### src/rtl/sync_burst_pkg.sv
package sync_burst_pkg;
  typedef enum logic [1:0] {
    ST_HUNT   = 2'd0,
    ST_VERIFY = 2'd1,
    ST_LOCKED = 2'd2
  } align_state_e;
endpackage

### src/rtl/burst_window_match.sv
module burst_window_match #(
  parameter int          W     = 10,
  parameter logic [W-1:0] BURST = 10'b1111100000
) (
  input  logic [W-1:0]        prev_i,
  input  logic [W-1:0]        cur_i,
  output logic [W-1:0][W-1:0] cand_o,
  output logic [W-1:0]        match_o
);
  logic [2*W-1:0] win;
  assign win = {prev_i, cur_i};

  // candidate k starts k bits into the older word
  for (genvar k = 0; k < W; k++) begin : g_off
    assign cand_o[k]  = win[2*W-1-k -: W];
    assign match_o[k] = (win[2*W-1-k -: W] == BURST);
  end
endmodule

### src/rtl/first_hit_enc.sv
module first_hit_enc #(
  parameter int W    = 10,
  localparam int IDX_W = $clog2(W)
) (
  input  logic [W-1:0]     hit_i,
  output logic             found_o,
  output logic [IDX_W-1:0] idx_o
);
  always_comb begin
    found_o = 1'b0;
    idx_o   = '0;
    for (int k = W - 1; k >= 0; k--) begin
      if (hit_i[k]) begin
        found_o = 1'b1;
        idx_o   = IDX_W'(k);
      end
    end
  end
endmodule

### src/rtl/burst_lock_fsm.sv
module burst_lock_fsm
  import sync_burst_pkg::*;
#(
  parameter int W           = 10,
  parameter int PERIOD      = 545,
  parameter int LOCK_HITS   = 3,
  parameter int DROP_MISSES = 4,
  localparam int IDX_W = $clog2(W),
  localparam int CNT_W = $clog2(PERIOD + 1),
  localparam int HIT_W = $clog2(LOCK_HITS + 1),
  localparam int MIS_W = $clog2(DROP_MISSES + 1)
) (
  input  logic             clk_i,
  input  logic             rst_ni,
  input  logic [W-1:0]     match_i,
  input  logic             found_i,
  input  logic [IDX_W-1:0] found_idx_i,
  output logic [IDX_W-1:0] off_o,
  output logic             lock_o,
  output logic             sof_o
);
  align_state_e     state_q;
  logic [IDX_W-1:0] off_q;
  logic [CNT_W-1:0] cnt_q;
  logic [HIT_W-1:0] hits_q;
  logic [MIS_W-1:0] miss_q;
  logic             sof_q;
  logic             slot, hit;

  assign slot = (cnt_q == CNT_W'(PERIOD));
  assign hit  = match_i[off_q];

  always_ff @(posedge clk_i or negedge rst_ni) begin
    if (!rst_ni) begin
      state_q <= ST_HUNT;
      off_q   <= '0;
      cnt_q   <= '0;
      hits_q  <= '0;
      miss_q  <= '0;
      sof_q   <= 1'b0;
    end else begin
      sof_q <= (state_q == ST_LOCKED) && (cnt_q == CNT_W'(1));
      if (state_q != ST_HUNT) cnt_q <= slot ? CNT_W'(1) : cnt_q + CNT_W'(1);
      unique case (state_q)
        ST_HUNT: if (found_i) begin
          off_q   <= found_idx_i;
          cnt_q   <= CNT_W'(1);
          hits_q  <= '0;
          state_q <= ST_VERIFY;
        end
        ST_VERIFY: if (slot) begin
          if (!hit) state_q <= ST_HUNT;
          else if (hits_q == HIT_W'(LOCK_HITS - 1)) begin
            state_q <= ST_LOCKED;
            miss_q  <= '0;
          end else hits_q <= hits_q + HIT_W'(1);
        end
        ST_LOCKED: if (slot) begin
          if (hit) miss_q <= '0;
          else if (miss_q == MIS_W'(DROP_MISSES - 1)) begin
            miss_q  <= '0;
            state_q <= ST_HUNT;
          end else miss_q <= miss_q + MIS_W'(1);
        end
        default: state_q <= ST_HUNT;
      endcase
    end
  end

  assign off_o  = off_q;
  assign lock_o = (state_q == ST_LOCKED);
  assign sof_o  = sof_q;
endmodule

### src/rtl/sync_burst_aligner.sv
module sync_burst_aligner #(
  parameter logic [9:0] BURST       = 10'b1111100000,
  parameter int         CW_BITS     = 5440,
  parameter int         LOCK_HITS   = 3,
  parameter int         DROP_MISSES = 4,
  localparam int W      = 10,
  localparam int PERIOD = (CW_BITS + W) / W,
  localparam int IDX_W  = $clog2(W)
) (
  input  logic         clk_i,
  input  logic         rst_ni,
  input  logic [W-1:0] data_i,
  output logic [W-1:0] data_o,
  output logic         sof_o,
  output logic         lock_o
);
  if ($countones(BURST) != W / 2) begin : g_bad_burst
    $error("sync_burst_aligner: BURST must hold five ones and five zeros");
  end
  if (CW_BITS % W != 0) begin : g_bad_len
    $error("sync_burst_aligner: CW_BITS must be a multiple of the word width");
  end

  logic [W-1:0]        prev_q, data_q;
  logic [W-1:0][W-1:0] cand;
  logic [W-1:0]        match;
  logic                found;
  logic [IDX_W-1:0]    found_idx, off;

  burst_window_match #(.W(W), .BURST(BURST)) i_match (
    .prev_i (prev_q),
    .cur_i  (data_i),
    .cand_o (cand),
    .match_o(match)
  );

  first_hit_enc #(.W(W)) i_enc (
    .hit_i  (match),
    .found_o(found),
    .idx_o  (found_idx)
  );

  burst_lock_fsm #(
    .W(W), .PERIOD(PERIOD), .LOCK_HITS(LOCK_HITS), .DROP_MISSES(DROP_MISSES)
  ) i_fsm (
    .clk_i      (clk_i),
    .rst_ni     (rst_ni),
    .match_i    (match),
    .found_i    (found),
    .found_idx_i(found_idx),
    .off_o      (off),
    .lock_o     (lock_o),
    .sof_o      (sof_o)
  );

  always_ff @(posedge clk_i or negedge rst_ni) begin
    if (!rst_ni) begin
      prev_q <= '0;
      data_q <= '0;
    end else begin
      prev_q <= data_i;
      data_q <= cand[off];
    end
  end

  assign data_o = data_q;
endmodule

### config.mk
export PLATFORM = sky130hd
export DESIGN_NAME = sync_burst_aligner
export DESIGN_NICKNAME = d
export VERILOG_FILES = /design/src/rtl/sync_burst_pkg.sv /design/src/rtl/burst_window_match.sv /design/src/rtl/first_hit_enc.sv /design/src/rtl/burst_lock_fsm.sv /design/src/rtl/sync_burst_aligner.sv
export SDC_FILE = /design/constraint.sdc
export NUM_CORES = 1
export LEC_CHECK = 0
export BUFFER_PORTS_ARGS = -buffer_cell sky130_fd_sc_hd__buf_2
export CORE_MARGIN = 2
export CORE_UTILIZATION = 60
export CTS_CLUSTER_SIZE = 16
export DETAILED_ROUTE_END_ITERATION = 16
export PLACE_DENSITY = 0.8
export SLEW_MARGIN = 20
export SYNTH_ARGS = -nofsm -noshare
export SYNTH_HDL_FRONTEND = slang
export SYNTH_SLANG_ARGS = --single-unit
### constraint.sdc
create_clock -name clk_i -period 3.3 [get_ports clk_i]
set_clock_uncertainty 0.15 [all_clocks]
set_input_delay 0.66 -clock clk_i [delete_from_list [all_inputs] [get_ports clk_i]]
set_output_delay 0.66 -clock clk_i [all_outputs]
set_load 0.1 [all_outputs]
-- Word level (Yosys, flattened, before mapping)
Cells that the tools add are included.
- register bits after elaboration: 42
- input port bits: 12
- output and inout port bits: 12
- logic and storage cells: 94
- $add $sub $neg: 3
- $lt $le $gt $ge: 1
- equality and inequality tests: 25
- multiplexer cells: 48
- reductions and logical operators: 9
- operators by type and width (operator ; count):
    == test 10 bit (second input constant) ; 11
    2-to-1 mux 10 bit ; 5
    binary-select mux 10 bit (select 4 bit) ; 1
    2-to-1 mux 4 bit ; 10
    2-to-1 mux 2 bit ; 11
    2-to-1 mux 3 bit ; 6
    2-to-1 mux 1 bit ; 11
    adder 10 x 1 -> 10 bit (second input constant) ; 1
    == test 10 x 1 -> 1 bit (second input constant) ; 1
    != test 2 x 1 -> 1 bit (second input constant) ; 5
    AND reduction 5 bit ; 2
    != test 2 bit (second input constant) ; 3
    one-hot mux 2 bit (3 select lines) ; 1
    one-hot mux 3 bit (2 select lines) ; 1
    AND reduction 6 bit ; 1
    nonzero test 2 bit ; 3
    less-than comparator 4 x 5 -> 1 bit (second input constant) ; 1
    binary-select mux 1 bit (select 4 bit) ; 1
    == test 2 bit (second input constant) ; 2
    one-hot mux 2 bit (2 select lines) ; 1
    adder 3 x 1 -> 3 bit (second input constant) ; 1
    == test 3 x 2 -> 1 bit (second input constant) ; 1
    != test 3 bit (second input constant) ; 1
    adder 2 x 1 -> 2 bit (second input constant) ; 1
    4 further kinds ; 4

-- Depth between registers and ports, before layout
Gate-level depths: netlist of run 1.
- word-level depth: 13
- mapped depth: 9
- gate-level depth less buffers: 9

-- Cells and area by module
Synthesis of run 1 repeated with hierarchy kept, for this count alone.
- cell total of the unflattened synthesis: 384
- area, all modules: 3748.6 um2
- by module, submodules not included (module ; instances ; cells each ; area an instance (um2) ; seq. area each (um2)):
    sync_burst_aligner ; 1 ; 111 ; 1395.1 ; 500.5
    burst_lock_fsm ; 1 ; 133 ; 1283.7 ; 550.5
    burst_window_match ; 1 ; 122 ; 968.4 ; 0.0
    first_hit_enc ; 1 ; 18 ; 101.3 ; 0.0

-- Worst setup path after synthesis of run 1
Ideal clock, no wire load.
- path kind: input -> register
- from: input port data_i[6]
- to: register i_fsm.hits_q[1]
- library setup time: 128 ps
- arrival time: 2312 ps
- required time: 3022 ps
- path slack: 710 ps
- cell stages on the path: 8
- buffers on the path: 1
- cell sequence: buf_2 and4bb_1 nor4bb_1 a2111oi_2 o31a_1 and3_1 a41oi_1 o21ai_1
- word-level cells in the longest chain between the ends: 13
- elaborated cells on any way between the ends: 21
- those cells by class: eq/ne: 8; mux: 12; reduce/logical: 1
- ends and longest elaborated chain (what ; RTL line ; RTL):
    start: declaration ; sync_burst_aligner.sv:12 ; input logic [W-1:0] data_i,
    == test 10 bit ; burst_window_match.sv:16 ; assign match_o[k] = (win[2*W-1-k -: W] == BURST);
    2-to-1 mux 1 bit (10 in a row) ; first_hit_enc.sv:13 ; if (hit_i[k]) begin
    != test 2 bit (no line) ; -- ;
    AND reduction 5 bit (no line) (*) ; -- ;
    end signal: assignment ; burst_lock_fsm.sv:56 ; end else hits_q <= hits_q + HIT_W'(1);
    end: declaration ; burst_lock_fsm.sv:25 ; logic [HIT_W-1:0] hits_q;
Mark *: on every way between the ends. The rest lies on a longest branch, timed or not. The select of a mux whose other input is x is not followed.
A chain may end at the register's enable or synchronous reset.

-- Worst setup path after layout of run 1
- from: register prev_q[1]
- to: register i_fsm.miss_q[1]
- word-level cells in the longest chain between the ends: 6
- elaborated cells on any way between the ends: 16
- those cells by class: eq/ne: 10; mux: 5; reduce/logical: 1
- ends and longest elaborated chain (what ; RTL line ; RTL):
    start: declaration ; sync_burst_aligner.sv:24 ; logic [W-1:0] prev_q, data_q;
    start signal: assignment ; sync_burst_aligner.sv:61 ; prev_q <= data_i;
    == test 10 bit ; burst_window_match.sv:16 ;
    binary-select mux 1 bit (select 4 bit) (*) ; burst_lock_fsm.sv:31 ; assign hit = match_i[off_q];
    2-to-1 mux 1 bit (implied by the code) (*) ; burst_lock_fsm.sv:31 ;
    2-to-1 mux 3 bit ; burst_lock_fsm.sv:59 ; if (hit) miss_q <= '0;
    2-to-1 mux 3 bit ; burst_lock_fsm.sv:58 ; ST_LOCKED: if (slot) begin
    one-hot mux 3 bit (2 select lines) ; burst_lock_fsm.sv:44 ; unique case (state_q)
    end signal: assignment ; burst_lock_fsm.sv:63 ; end else miss_q <= miss_q + MIS_W'(1);
    end: declaration ; burst_lock_fsm.sv:26 ; logic [MIS_W-1:0] miss_q;
Marked as above.

==> impl_metrics.ini, run 1 <==
[status]
status = finished, final reports clean

[timing]
final-hold-violation-count = 0
fmax_mhz = 368.9
rsz0062_at_grt = no
tightestPinTransition_ps = 934.0
final-setup-viol-count = 0
setup_slack_ps = 589.6
holdWs_ps = 301.4
slew_viol_final = 0
setup_tns_ps = 0
finalCriticalPeriod_ps = 2710
max_slew_margin_pct = 37.73
post-route-period-util_pct = 82.13

[layout]
num_antenna_cells = 0
finalNonFillerCells = 360
utilization_pct = 68.03
stdcell_area_um2 = 2942
nFillCells = 354
layout-drive-gt1-share_pct = 17.21
syn_to_final_growth_pct = 9.247
nets = 326

[critical_path]
cp.required_ps = 3350
cp_cell_sequence = and4bb_1 -> nor4bb_1 -> a2111oi_2 -> o31ai_2 -> o21bai_1 -> a22o_1
path_class = reg2reg
crit_arrival_ps = 2760
start_kind = register
cp.buffers_inverters = 0
crit_fanout = 11
slowest_delay_ps = 570
slowest_stage = dfrtp_1
cp-end-kind = register
cp_top_family = compound AO/OA/AOI/OAI gates

[power_and_ir_drop]
p_seq_share_pct = 37.5
finalPower_mw = 1.785
vdd.ir_drop.worst_uv = 329.2
power_density_nw_per_um2 = 606.8
swShare_pct = 43.68
combPwrFrac_pct = 39.3
p_leak_nw = 1.279
clkPwrFrac_pct = 23.2
p_int_mw = 1.005
p_sw_uw = 779.6

[logic_synthesis]
syn_area_per_cell_um2 = 9.349
ys_seq_area_share_pct = 39.03
ys_warn_count = 0
synth_ff_type = dfrtp_1
synth_top_cell_by_area = dfrtp_1
yosys.area.top_type_share_pct = 39.03
synth-seq-cells = 42
synth_area_um2 = 2693
ys_types = 64
synth_area_leaders = dfrtp_1 39%, nor2_1 4.7%, mux2_2 4.2%
synthCells = 288
synth_nets = 307
ys_top_cells_by_count = 42 x dfrtp_1, 34 x nor2_1, 18 x a21oi_1
async_flop_share_pct = 100.0
yosysMostFrequentCell = dfrtp_1
synth-edff-count = 0

[clock_tree]
path_clk_slew_ps = 90
cts_tree = done
cts.path.max_buffers = 2
post_cts_resized = 0
cts_buffers = 5
cts_sinks = 42
htree_levels = 2
insertion_delay_ps = 300
post-cts-setup-buffers = 0
hold_buffers = 0
root_buffer = clkbuf_8

[route]
wire_per_inst_um = 16.82
wl_mm = 6.056
drt-initial-drc-count = 249
antenna_left = 0
post-route-drc-count = 0
dr.pass1.iters = 4
via_count = 2246
viasPerCell = 6.239

[placement]
place_congestion = 0.9007
placed_area_um2 = 2831
placed_cells = 352
dp_hpwl_mm = 4.351
io_buffer_count = 23
dp_worst_setup_slack_ps = 357.1

[global_routing]
grt_antenna_before_repair = 0
track_usage_pct = 25.65
gr-total-overflow = 0
grt_pass1_vias = 2062
grt_max_degree = 43
grt_pass1_wl_mm = 10.18

[floorplan]
die_area_um2 = 5040
fp.coreArea_um2 = 4324
die_h_um = 70.99
die_x_um = 70.99
rows = 24
pin_count = 24
initial_core_util_pct = 62.27

[min_path]
min_path_type = in2reg

[run]
maxCapViolations = 0
per-layer routing:
layer  share of wire [%]  global-route usage, %  vias up  routed length (um)
met2                  44                  36.66       70                2665
li1                    -                      -     1094                   -
met3                 7.5                  6.268        9                 456
met5                   0                      0        -                   0
met4                 1.5                  7.338        0                  89
met1                  47                  38.79     1073                2845
final timing paths:
| check | from | slack [ps] | cells past startpoint | end |
|---|---|---|---|---|
| hold reg to reg | i_fsm.miss_q[0] | 340 | 1 | i_fsm.miss_q[0] |
| max in group asynchronous | rst_ni | 2080 | 1 | i_fsm.hits_q[0] |
| hold / removal | data_i[0] | 300 | 1 | prev_q[0] |
| setup reg to reg | prev_q[1] | 590 | 6 | i_fsm.miss_q[1] |
| min in group asynchronous | rst_ni | 340 | 1 | prev_q[8] |
| setup / recovery | prev_q[1] | 590 | 6 | i_fsm.miss_q[1] |
kinds of logic after synthesis:
group	Yosys count	synth area share [%]
simple gates	107	23.37
compound gates	78	19.94
buf+inv	27	4.182
mux	19	7.621
xor+xnor	8	2.602
flops	42	39.03
fa+ha+maj	7	3.253
cells in the final DEF (no fill, tap or decap), drive strengths merged, types with 5 or more instances in the layout:
cell,synthesis,layout
inv,13,13
mux2,12,12
nor3b,5,5
o21ai,17,17
xor2,7,7
nor2,34,34
and3,5,5
ha,7,7
a21oi,18,18
mux2i,7,7
nor2b,8,8
clkbuf,8,6
buf,6,26
nand2,14,14
a211oi,7,7
nand4,6,6
dfrtp,42,42
nand2b,8,8
flip-flops by register name, indices dropped and copies added (netlist names):
register,count
i_fsm.cnt_q,10
data_o,10
i_fsm.off_o,4
i_fsm.miss_q,3
prev_q,10
i_fsm.sof_o,1
i_fsm.hits_q,2
i_fsm.state_q,2
power groups by stage:
stage / clock, mW / combinational, mW / sequential, mW
after floorplan: 0 / 0.331 / 0.904
after global placement: 0 / 0.684 / 0.673
after detailed placement: 0 / 0.699 / 0.678
after CTS: 0.417 / 0.702 / 0.668
after global routing: 0.437 / 0.754 / 0.684
final: 0.413 / 0.702 / 0.669
cell type report:
class                   count  area (um2)  share of cell area, %
clock inverters             2       37.54                  1.276
well taps                  52       65.06                  2.212
repair buffers             26       137.6                  4.679
flip-flops and latches     42        1051                  35.73
inverters                  13       48.80                  1.659
multi-input cells         219        1529                  51.98
clock buffers               6       72.57                  2.467
Note: power is estimated with default switching activity, not from simulation.
==> run 2: changes to the inputs <==
--- a/config.mk
+++ b/config.mk
@@ -7,10 +7,10 @@
 export LEC_CHECK = 0
 export BUFFER_PORTS_ARGS = -buffer_cell sky130_fd_sc_hd__buf_2
 export CORE_MARGIN = 2
-export CORE_UTILIZATION = 60
+export CORE_UTILIZATION = 54
 export CTS_CLUSTER_SIZE = 16
 export DETAILED_ROUTE_END_ITERATION = 16
-export PLACE_DENSITY = 0.8
+export PLACE_DENSITY = 0.76
 export SLEW_MARGIN = 20
 export SYNTH_ARGS = -nofsm -noshare
 export SYNTH_HDL_FRONTEND = slang
==> constraint.sdc (replaced) <==
create_clock -name clk_i -period 2.28 [get_ports clk_i]
set_clock_uncertainty 0.15 [all_clocks]
set_input_delay 0.456 -clock clk_i [delete_from_list [all_inputs] [get_ports clk_i]]
set_output_delay 0.456 -clock clk_i [all_outputs]
set_load 0.1 [all_outputs]
==> impl_metrics.ini, run 2 (synthesis gave the netlist of run 1 again) <==
[status]
status = complete, but fails checks
violations = setup timing

[route]
dr.pass1.iters = 4
drt-initial-drc-count = 154
antenna_left = 0
viasPerCell = 5.795
wire_per_inst_um = 16.25
via_count = 2463
wl_mm = 6.905
post-route-drc-count = 0

[clock_tree]
cts_buffers = 5
cts.path.max_buffers = 2
htree_levels = 2
cts_sinks = 42
insertion_delay_ps = 300
cts_tree = done
root_buffer = clkbuf_8
path_clk_slew_ps = 80

[timing]
max_slew_margin_pct = 67.82
tightestPinTransition_ps = 486.0
finalCriticalPeriod_ps = 2328
setup_tns_ps = -104.5
fmax_mhz = 429.5
holdWs_ps = 110.6
final-setup-viol-count = 3
post-route-period-util_pct = 102.1
slew_viol_final = 0
final-hold-violation-count = 0
setup_slack_ps = -48.41
rsz0062_at_grt = yes

[layout]
nets = 376
final_cell_mix = 49 x buf_4, 42 x dfrtp_1, 33 x nor2_1
layout-drive-gt1-share_pct = 32.96
num_antenna_cells = 0
stdcell_area_um2 = 3478
syn_to_final_growth_pct = 29.18
final_common_cell = buf_4

[power_and_ir_drop]
vdd.ir_drop.worst_uv = 523.1
finalPower_mw = 2.797
p_leak_nw = 1.564
power_density_nw_per_um2 = 804.0

[placement]
io_buffer_count = 23
place_congestion = 0.8744
dp_hpwl_mm = 4.827
placed_area_um2 = 3201

[floorplan]
die_x_um = 74.62
die_h_um = 74.62
die_area_um2 = 5567
pin_count = 24
initial_core_util_pct = 56.63
fp.coreArea_um2 = 4755
rows = 25

[critical_path]
r2r_slack_ps = -50
cp_cell_sequence = inv_1 -> ha_2 -> nor4b_4 -> buf_4 -> nand4_1 -> o31a_1 -> a21oi_2 -> o21ai_2 -> buf_4 -> o22a_1
path_class = reg2reg
slowest_delay_ps = 380
ff2ff_path_depth = 10
r2r-end = i_fsm.state_q[0]
cp.buffers_inverters = 3
cp_top_family = compound AO/OA/AOI/OAI gates
crit_arrival_ps = 2370
cp-end-kind = register
crit_start = i_fsm.cnt_q[1]
cp.depth = 10
crit_top_cell = buf_4
slowest_stage = dfrtp_1
crit_fanout = 5
worstReg2RegStart = i_fsm.cnt_q[1]
start_kind = register
cp.required_ps = 2320
crit_path_end = i_fsm.state_q[0]

[global_routing]
track_usage_pct = 26.88
grt_max_degree = 43
grt_antenna_before_repair = 0
gr-total-overflow = 0
grt_pass1_wl_mm = 11.29
grt_pass1_vias = 2300

[min_path]
min_path_type = in2reg
hold_depth = 1

[run]
maxCapViolations = 0
run 2: changes by cell type in the layout (fill, tap and decap cells not counted), sizes merged:
cell,previous run,this run
dlygate4sd3,0,1
clkinv,0,2
clkinvlp,1,0
buf,26,74
run 2: area by class of cell:
type | count | area (um2)
clock inverter | 3 | 40.04
inverter | 13 | 48.80
sequential | 42 | 1051
timing repair buffer | 76 | 538.0
multi-input combinational | 219 | 1648
fill | 349 | 1276
clock buffer | 5 | 68.82
tap | 67 | 83.83
run 2: repair_timing:
| item | CTS | global route |
|---|---|---|
| gates cloned | 0 | 0 |
| hold buffers | 1 | 0 |
| resized for setup | 11 | 13 |
| buffers inserted | 3 | 3 |
| endpoints found under the setup margin | 6 | 19 |
| endpoints found under the hold margin | 42 | 0 |
| pin swaps | 9 | 6 |
run 2: worst min path at each step:
stage                     startpoint        end  slack [ps]
after floorplan               rst_ni  data_o[0]          10
after global placement        rst_ni  prev_q[0]         290
after detailed placement      rst_ni  prev_q[3]         300
after CTS                  data_i[0]  prev_q[0]         100
after global routing       data_i[0]  prev_q[0]         100
final                      data_i[0]  prev_q[0]         110
run 2: through the flow:
step / util, % / std cells / setup WS, ps
floorplan: - / 288 / 2.655
global placement: 67.32 / 410 / -234.4
detailed placement: 67.32 / 410 / -295.2
CTS: 71.63 / 422 / -19.31
global route: 73.16 / 425 / -143.4
finish: 73.16 / 425 / -48.41
run 2: layer usage:
metal,up-vias,GRT usage [%],part of all wire (%)
li1,1202,-,-
met1,1158,37.93,46
met2,80,40.31,46
met3,23,4.685,4.9
met4,0,12.50,3.1
met5,-,0,0
run 2: where the power goes:
| group | leakage, nW | internal, mW | switching (mW) | total (mW) |
|---|---|---|---|---|
| Combinational | 0.976 | 0.432 | 0.849 | 1.28 |
| Sequential | 0.531 | 0.858 | 0.0675 | 0.925 |
| Clock | 0.0579 | 0.323 | 0.268 | 0.590 |
